==> src/rtl/fuse_pkg.sv <==
package fuse_pkg;
  localparam int RW    = 5;
  localparam int IMM_W = 32;
  localparam int INS_W = 32;

  localparam logic [6:0] OP_LUI   = 7'b0110111;
  localparam logic [6:0] OP_AUIPC = 7'b0010111;
  localparam logic [6:0] OP_IMM   = 7'b0010011;
  localparam logic [6:0] OP_REG   = 7'b0110011;
  localparam logic [6:0] OP_LOAD  = 7'b0000011;
  localparam logic [6:0] OP_STORE = 7'b0100011;

  typedef enum logic [2:0] {
    K_NONE, K_LUI, K_AUIPC, K_ADDI, K_ADD, K_SHADD, K_LOAD, K_STORE
  } kind_e;

  typedef enum logic [2:0] {
    C_PASS  = 3'd0,
    C_LI    = 3'd1,
    C_PCREL = 3'd2,
    C_ADDHI = 3'd3,
    C_LDX   = 3'd4,
    C_LDO   = 3'd5,
    C_STX   = 3'd6
  } cls_e;

  typedef struct packed {
    kind_e            kind;
    logic [RW-1:0]    rd;
    logic [RW-1:0]    rs1;
    logic [RW-1:0]    rs2;
    logic [IMM_W-1:0] imm;
    logic [1:0]       sc;
    logic [2:0]       f3;
  } dec_t;
endpackage

==> src/rtl/fuse_dec.sv <==
module fuse_dec
  import fuse_pkg::*;
(
  input  logic [INS_W-1:0] insn_i,
  output dec_t             dec_o,
  output logic             cmp_o
);
  logic [6:0]    op;
  logic [2:0]    f3;
  logic [6:0]    f7;
  logic [RW-1:0] rd, rs1, rs2, rdp, rs1p;
  logic [2:0]    cf3;
  logic [5:0]    cimm;

  assign op   = insn_i[6:0];
  assign f3   = insn_i[14:12];
  assign f7   = insn_i[31:25];
  assign rd   = insn_i[11:7];
  assign rs1  = insn_i[19:15];
  assign rs2  = insn_i[24:20];
  assign cf3  = insn_i[15:13];
  assign cimm = {insn_i[12], insn_i[6:2]};
  assign rdp  = {2'b01, insn_i[4:2]};
  assign rs1p = {2'b01, insn_i[9:7]};
  assign cmp_o = (insn_i[1:0] != 2'b11);

  always_comb begin
    dec_o = '0;
    dec_o.kind = K_NONE;
    if (!cmp_o) begin
      unique case (op)
        OP_LUI, OP_AUIPC: begin
          dec_o.kind = (op == OP_LUI) ? K_LUI : K_AUIPC;
          dec_o.rd   = rd;
          dec_o.imm  = {insn_i[31:12], 12'b0};
        end
        OP_IMM: if (f3 == 3'b000) begin
          dec_o.kind = K_ADDI;
          dec_o.rd   = rd;
          dec_o.rs1  = rs1;
          dec_o.imm  = {{20{insn_i[31]}}, insn_i[31:20]};
        end
        OP_REG: begin
          dec_o.rd  = rd;
          dec_o.rs1 = rs1;
          dec_o.rs2 = rs2;
          if (f7 == 7'b0000000 && f3 == 3'b000) dec_o.kind = K_ADD;
          else if (f7 == 7'b0010000 && f3[0] == 1'b0 && f3 != 3'b000) begin
            dec_o.kind = K_SHADD;
            dec_o.sc   = f3[2:1];
          end
        end
        OP_LOAD: if (f3 != 3'b111) begin
          dec_o.kind = K_LOAD;
          dec_o.rd   = rd;
          dec_o.rs1  = rs1;
          dec_o.imm  = {{20{insn_i[31]}}, insn_i[31:20]};
          dec_o.f3   = f3;
        end
        OP_STORE: if (!f3[2]) begin
          dec_o.kind = K_STORE;
          dec_o.rs1  = rs1;
          dec_o.rs2  = rs2;
          dec_o.imm  = {{20{insn_i[31]}}, insn_i[31:25], insn_i[11:7]};
          dec_o.f3   = f3;
        end
        default: ;
      endcase
    end else begin
      unique case (insn_i[1:0])
        2'b01: begin
          if (cf3 == 3'b000) begin
            dec_o.kind = K_ADDI;
            dec_o.rd   = rd;
            dec_o.rs1  = rd;
            dec_o.imm  = {{26{cimm[5]}}, cimm};
          end else if (cf3 == 3'b011 && rd != 5'd0 && rd != 5'd2 && cimm != 6'd0) begin
            dec_o.kind = K_LUI;
            dec_o.rd   = rd;
            dec_o.imm  = {{14{cimm[5]}}, cimm, 12'b0};
          end
        end
        2'b10: if (insn_i[15:12] == 4'b1001 && rd != 5'd0 && insn_i[6:2] != 5'd0) begin
          dec_o.kind = K_ADD;
          dec_o.rd   = rd;
          dec_o.rs1  = rd;
          dec_o.rs2  = insn_i[6:2];
        end
        2'b00: begin
          dec_o.rs1 = rs1p;
          dec_o.f3  = {2'b01, cf3[0]};
          dec_o.imm = cf3[0] ? {24'b0, insn_i[6:5], insn_i[12:10], 3'b0}
                             : {25'b0, insn_i[5], insn_i[12:10], insn_i[6], 2'b0};
          if (cf3[2:1] == 2'b01) begin
            dec_o.kind = K_LOAD;
            dec_o.rd   = rdp;
          end else if (cf3[2:1] == 2'b11) begin
            dec_o.kind = K_STORE;
            dec_o.rs2  = rdp;
          end
        end
        default: ;
      endcase
    end
  end
endmodule

==> src/rtl/fuse_pair.sv <==
module fuse_pair
  import fuse_pkg::*;
(
  input  dec_t             a_i,
  input  dec_t             b_i,
  output logic             hit_o,
  output cls_e             cls_o,
  output logic [RW-1:0]    rd_o,
  output logic [RW-1:0]    rs1_o,
  output logic [RW-1:0]    rs2_o,
  output logic [RW-1:0]    rs3_o,
  output logic [IMM_W-1:0] imm_o,
  output logic [2:0]       sub_o,
  output logic [1:0]       sc_o
);
  logic [RW-1:0] t, base, idx;
  logic          b_reads_t, b_kills_t;
  logic          unused_fields;

  assign t         = a_i.rd;
  assign base      = (a_i.kind == K_SHADD) ? a_i.rs2 : a_i.rs1;
  assign idx       = (a_i.kind == K_SHADD) ? a_i.rs1 : a_i.rs2;
  assign b_reads_t = (b_i.rs1 == t);
  assign b_kills_t = (b_i.rd == t);
  assign unused_fields = ^{a_i.f3, b_i.sc};

  always_comb begin
    hit_o = 1'b0;
    cls_o = C_PASS;
    rd_o  = '0;
    rs1_o = '0;
    rs2_o = '0;
    rs3_o = '0;
    imm_o = '0;
    sub_o = '0;
    sc_o  = '0;
    if (t != '0) begin
      unique case (a_i.kind)
        K_LUI, K_AUIPC: begin
          if (b_i.kind == K_ADDI && b_reads_t && b_kills_t) begin
            hit_o = 1'b1;
            cls_o = (a_i.kind == K_LUI) ? C_LI : C_PCREL;
            rd_o  = t;
            imm_o = a_i.imm + b_i.imm;
          end else if (a_i.kind == K_LUI && b_i.kind == K_ADD && b_kills_t &&
                       (b_reads_t != (b_i.rs2 == t))) begin
            hit_o = 1'b1;
            cls_o = C_ADDHI;
            rd_o  = t;
            rs1_o = b_reads_t ? b_i.rs2 : b_i.rs1;
            imm_o = a_i.imm;
          end
        end
        K_ADD, K_SHADD: begin
          if (b_i.kind == K_LOAD && b_reads_t && b_kills_t) begin
            hit_o = 1'b1;
            cls_o = C_LDX;
          end else if (b_i.kind == K_STORE && b_reads_t && b_i.rs2 != t) begin
            hit_o = 1'b1;
            cls_o = C_STX;
            rs3_o = b_i.rs2;
          end
          if (hit_o) begin
            rd_o  = t;
            rs1_o = base;
            rs2_o = idx;
            imm_o = b_i.imm;
            sub_o = b_i.f3;
            sc_o  = a_i.sc;
          end
        end
        K_ADDI: begin
          if (b_i.kind == K_LOAD && b_reads_t && b_kills_t) begin
            hit_o = 1'b1;
            cls_o = C_LDO;
            rd_o  = t;
            rs1_o = a_i.rs1;
            imm_o = a_i.imm + b_i.imm;
            sub_o = b_i.f3;
          end
        end
        default: ;
      endcase
    end
  end
endmodule

==> src/rtl/fuse_detect.sv <==
module fuse_detect
  import fuse_pkg::*;
#(
  parameter int PARCEL_W = 16,
  parameter int N_PARCEL = 4
) (
  input  logic                         clk_i,
  input  logic                         rst_ni,
  input  logic [PARCEL_W*N_PARCEL-1:0] win_i,
  input  logic [N_PARCEL-1:0]          win_vld_i,
  output logic                         uop_vld_o,
  output logic                         uop_fused_o,
  output logic [2:0]                   uop_cls_o,
  output logic [RW-1:0]                uop_rd_o,
  output logic [RW-1:0]                uop_rs1_o,
  output logic [RW-1:0]                uop_rs2_o,
  output logic [RW-1:0]                uop_rs3_o,
  output logic [IMM_W-1:0]             uop_imm_o,
  output logic [2:0]                   uop_sub_o,
  output logic [1:0]                   uop_scale_o,
  output logic [$clog2(2*N_PARCEL+1)-1:0] used_o,
  output logic [INS_W-1:0]             uop_insn_o
);
  localparam int WIN_W  = PARCEL_W * N_PARCEL;
  localparam int N_DEC  = N_PARCEL - 1;
  localparam int USED_W = $clog2(2*N_PARCEL+1);
  localparam int LEN_W  = USED_W - 1;

  dec_t dec   [N_DEC];
  logic cmp   [N_DEC];

  // one decoder per possible start parcel of either instruction
  for (genvar g = 0; g < N_DEC; g++) begin : g_dec
    fuse_dec u_dec (
      .insn_i (win_i[g*PARCEL_W +: INS_W]),
      .dec_o  (dec[g]),
      .cmp_o  (cmp[g])
    );
  end

  logic             c0, c1, ok1, ok2, fuse;
  logic [LEN_W-1:0] len1, len2;
  dec_t             second;

  assign c0     = cmp[0];
  assign len1   = c0 ? LEN_W'(1) : LEN_W'(2);
  assign ok1    = win_vld_i[0] && (c0 || win_vld_i[1]);
  assign second = c0 ? dec[1] : dec[2];
  assign c1     = c0 ? cmp[1] : cmp[2];
  assign len2   = c1 ? LEN_W'(1) : LEN_W'(2);
  assign ok2    = c0 ? (win_vld_i[1] && (c1 || win_vld_i[2]))
                     : (win_vld_i[2] && (c1 || win_vld_i[3]));

  logic             p_hit;
  cls_e             p_cls;
  logic [RW-1:0]    p_rd, p_rs1, p_rs2, p_rs3;
  logic [IMM_W-1:0] p_imm;
  logic [2:0]       p_sub;
  logic [1:0]       p_sc;

  fuse_pair u_pair (
    .a_i   (dec[0]),
    .b_i   (second),
    .hit_o (p_hit),
    .cls_o (p_cls),
    .rd_o  (p_rd),
    .rs1_o (p_rs1),
    .rs2_o (p_rs2),
    .rs3_o (p_rs3),
    .imm_o (p_imm),
    .sub_o (p_sub),
    .sc_o  (p_sc)
  );

  assign fuse = ok1 && ok2 && p_hit;

  logic [USED_W-1:0] used_n;
  logic [INS_W-1:0]  insn_n;

  always_comb begin
    used_n = '0;
    if (fuse)     used_n = {len1 + len2, 1'b0};
    else if (ok1) used_n = {len1, 1'b0};
    insn_n = '0;
    if (ok1 && !fuse) insn_n = c0 ? {{(INS_W-PARCEL_W){1'b0}}, win_i[PARCEL_W-1:0]}
                                  : win_i[INS_W-1:0];
  end

  always_ff @(posedge clk_i or negedge rst_ni) begin
    if (!rst_ni) begin
      uop_vld_o   <= 1'b0;
      uop_fused_o <= 1'b0;
      uop_cls_o   <= '0;
      uop_rd_o    <= '0;
      uop_rs1_o   <= '0;
      uop_rs2_o   <= '0;
      uop_rs3_o   <= '0;
      uop_imm_o   <= '0;
      uop_sub_o   <= '0;
      uop_scale_o <= '0;
      used_o      <= '0;
      uop_insn_o  <= '0;
    end else begin
      uop_vld_o   <= ok1;
      uop_fused_o <= fuse;
      uop_cls_o   <= fuse ? p_cls : C_PASS;
      uop_rd_o    <= fuse ? p_rd  : '0;
      uop_rs1_o   <= fuse ? p_rs1 : '0;
      uop_rs2_o   <= fuse ? p_rs2 : '0;
      uop_rs3_o   <= fuse ? p_rs3 : '0;
      uop_imm_o   <= fuse ? p_imm : '0;
      uop_sub_o   <= fuse ? p_sub : '0;
      uop_scale_o <= fuse ? p_sc  : '0;
      used_o      <= used_n;
      uop_insn_o  <= insn_n;
    end
  end


  lat_empty_chk: assert property (@(posedge clk_i) disable iff (!rst_ni)
    !win_vld_i[0] |=> !uop_vld_o);

  lat_short_chk: assert property (@(posedge clk_i) disable iff (!rst_ni)
    (win_vld_i[0] && win_i[1:0] != 2'b11) |=> uop_vld_o);

  used_fused_chk: assert property (@(posedge clk_i) disable iff (!rst_ni)
    uop_fused_o |-> (used_o >= USED_W'(4) && used_o <= USED_W'(8) && !used_o[0]));

  pass_len_chk: assert property (@(posedge clk_i) disable iff (!rst_ni)
    (uop_vld_o && !uop_fused_o) |->
      ((used_o == USED_W'(2) || used_o == USED_W'(4)) && uop_cls_o == 3'(C_PASS)));

  idle_chk: assert property (@(posedge clk_i) disable iff (!rst_ni)
    !uop_vld_o |-> (used_o == '0 && !uop_fused_o));

  used_vld_chk: assert property (@(posedge clk_i) disable iff (!rst_ni)
    uop_vld_o |=> 1'b1 ? (!uop_vld_o || 32'(used_o[USED_W-1:1]) <= $countones($past(win_vld_i))) : 1'b1);

  fuse_rd_chk: assert property (@(posedge clk_i) disable iff (!rst_ni)
    uop_fused_o |-> (uop_rd_o != '0 && uop_insn_o == '0));
endmodule

==> config.mk <==
export PLATFORM = sky130hd
export DESIGN_NAME = fuse_detect
export DESIGN_NICKNAME = d
export VERILOG_FILES = /design/src/rtl/fuse_pkg.sv /design/src/rtl/fuse_dec.sv /design/src/rtl/fuse_pair.sv /design/src/rtl/fuse_detect.sv
export SDC_FILE = /design/constraint.sdc
export NUM_CORES = 1
export LEC_CHECK = 0
export ABC_AREA = 1
export BUFFER_PORTS_ARGS = -buffer_cell sky130_fd_sc_hd__buf_4
export CAP_MARGIN = 0
export CORE_MARGIN = 8
export CORE_UTILIZATION = 30
export DETAILED_ROUTE_END_ITERATION = 10
export PLACE_DENSITY = 0.53
export SYNTH_ARGS = -nofsm -noshare
export SYNTH_HDL_FRONTEND = slang
export SYNTH_HIERARCHICAL = 1
export SYNTH_SLANG_ARGS = --single-unit
==> constraint.sdc <==
create_clock -name clk_i -period 0.8 [get_ports clk_i]
set_input_delay 0.08 -clock clk_i [delete_from_list [all_inputs] [get_ports clk_i]]
set_output_delay 0.08 -clock clk_i [all_outputs]
set_load 0.03 [all_outputs]
==> flow_summary.ini <==
[power]
ir_worst_vdd_uv = 826
power.density_nw_per_um2 = 732
finalPower_mw = 16.7
leakagePower_nw = 12.3

[place]
gp_congestion = 1.00
port_buffers = 166
preCtsSetupSlack_ns = -2.64
dpl.hpwl_um = 59100

[critical_path]
endpoint_kind = flop
critPathBufInv = 6
worstSetupPathType = input pin to flop
slowest_stage = a21boi_4
worstPathMaxFanout = 8
cp-start-kind = input pin
path_delay_family = simple AND/OR/NAND/NOR gates
max_stage_delay_ns = 0.24
crit_arrival_ns = 3.01
critPathRequiredTime_ns = 1.08

[global_route]
grt_pass1_vias = 17900
grt_max_degree = 44
grt.total_usage = 0.267
grt_remaining_overflow = 0
grt_pass1_wl_um = 108000
grt_antenna_before_repair = 0

[floorplan]
core_sq_um = 44300
ios = 168
core.rowCount = 77
dieHeight_um = 228
start_util = 0.305
fp.dieArea_sq_um = 52100
die_w_um = 228

[routing]
vias = 18200
antenna_left = 0
drt-total-wl_um = 73000
drt-vias-per-instance = 4.87
route.detailed.drc = 0
routedWlPerCell_um = 19.5
drt_iter0_drc = 1342
drt-pass1-iter-count = 5

[yosys]
syn-cell-area_sq_um = 13500
synth_nets = 2558
yosys_warnings = 6
netlist_instances = 2456
synth_area_per_cell_sq_um = 5.50

[sta]
min_period_over_period = 3.41
hold_viol = 0
tns_ns = -197.96
setup_slack_ns = -1.93
rsz0062_at_grt = true
hold_ws_ns = 0.0466
fmax_ghz = 0.366
setup_violations = 193
finalCriticalPeriod_ns = 2.73
slew_violations = 0

[clocking]
clkSinkCount = 97
tritoncts = done
clock_path_buffers = 2
htreeDepth = 3
cts_buffers = 9
clk_pin_slew_worst_paths_ns = 0.08
cts-root-buf = clkbuf_16

[final_layout]
n_antenna_cell = 0
area_growth_pct = 69.2
num-nets-final = 3249
layout-drive-gt1-share = 0.427
fin_util = 0.516
fillerInstances = 4599

[min_path]
hold_class = input pin to flop

[job]
drv_cap = 0

[status]
violations = setup timing
outcome = finished, violations left
## layer usage
metal | global-route usage | vias to the layer above | routed length (um)
li1 | - | 8969 | -
met1 | 0.347 | 8616 | 32000
met2 | 0.454 | 489 | 34500
met3 | 0.0264 | 137 | 3340
met4 | 0.0975 | 0 | 3150
met5 | 0 | - | 0
## sequential cells by signal, summed over array words and instances, names as in the netlist, 2 cells and up
signal	cells
uop_sub_o	3
uop_rs1_o	5
uop_scale_o	2
uop_cls_o	3
uop_rd_o	5
uop_rs2_o	5
used_o	3
uop_imm_o	32
uop_insn_o	32
uop_rs3_o	5
## final cells by class
| class | count | area, sq um | share of cell area |
|---|---|---|---|
| clock buffer | 10 | 229 | 0.0100 |
| tap | 592 | 741 | 0.0324 |
| multi-input combinational | 1892 | 11200 | 0.491 |
| timing repair buffer | 746 | 6600 | 0.289 |
| sequential | 97 | 2430 | 0.106 |
| clock inverter | 5 | 63.8 | 0.00279 |
| inverter | 401 | 1580 | 0.0690 |
## what timing repair did
item                                    CTS  global route
endpoints found under the setup margin  193           193
gates resized for setup                 432           247
setup buffers                            24            34
hold buffers                              5             0
gates cloned                              6             5
hold endpoints to repair                101             0
pin swaps                                75           138
## power by group
part           internal [mW]  switching, mW
clock                   2.45           2.19
sequential              4.97         0.0401
combinational           2.89           4.19
## metrics by stage
| stage | instances | instance area (sq um) |
|---|---|---|
| final | 3743 | 22900 |
| after global routing | 3743 | 22900 |
| after CTS | 3708 | 21700 |
| after detailed placement | 3658 | 19300 |
| after global placement | 3658 | 19300 |
| after floorplan | 2456 | 13700 |
## layout by cell type, fill, tap and decap left out, types with 13 or more instances in the layout
master       n
nand2_1    698
buf_4      574
inv_1      333
nor2_1     287
nand3_1    176
nand2_2    150
buf_6      129
dfrtp_1     97
nor2_2      74
nand2_4     60
inv_2       49
nand3_2     49
nor2_4      42
a21oi_1     33
ha_4        29
o21ai_1     28
o21ai_2     26
buf_12      26
nand4_1     25
a21oi_2     23
o21ai_0     22
nand3_4     15
o211ai_1    15
nor3_1      14
clkbuf_16   13
## final timing paths
check	start	endpoint	slack [ns]	cells after the start
max in group asynchronous	rst_ni	uop_imm_o[10]	0.26	3
max	win_i[35]	used_o[2]	-1.93	25
min	win_i[8]	uop_insn_o[8]	0.05	4
min in group asynchronous	rst_ni	uop_insn_o[13]	0.09	2
No activity file was read; power rests on OpenSTA's default activity.
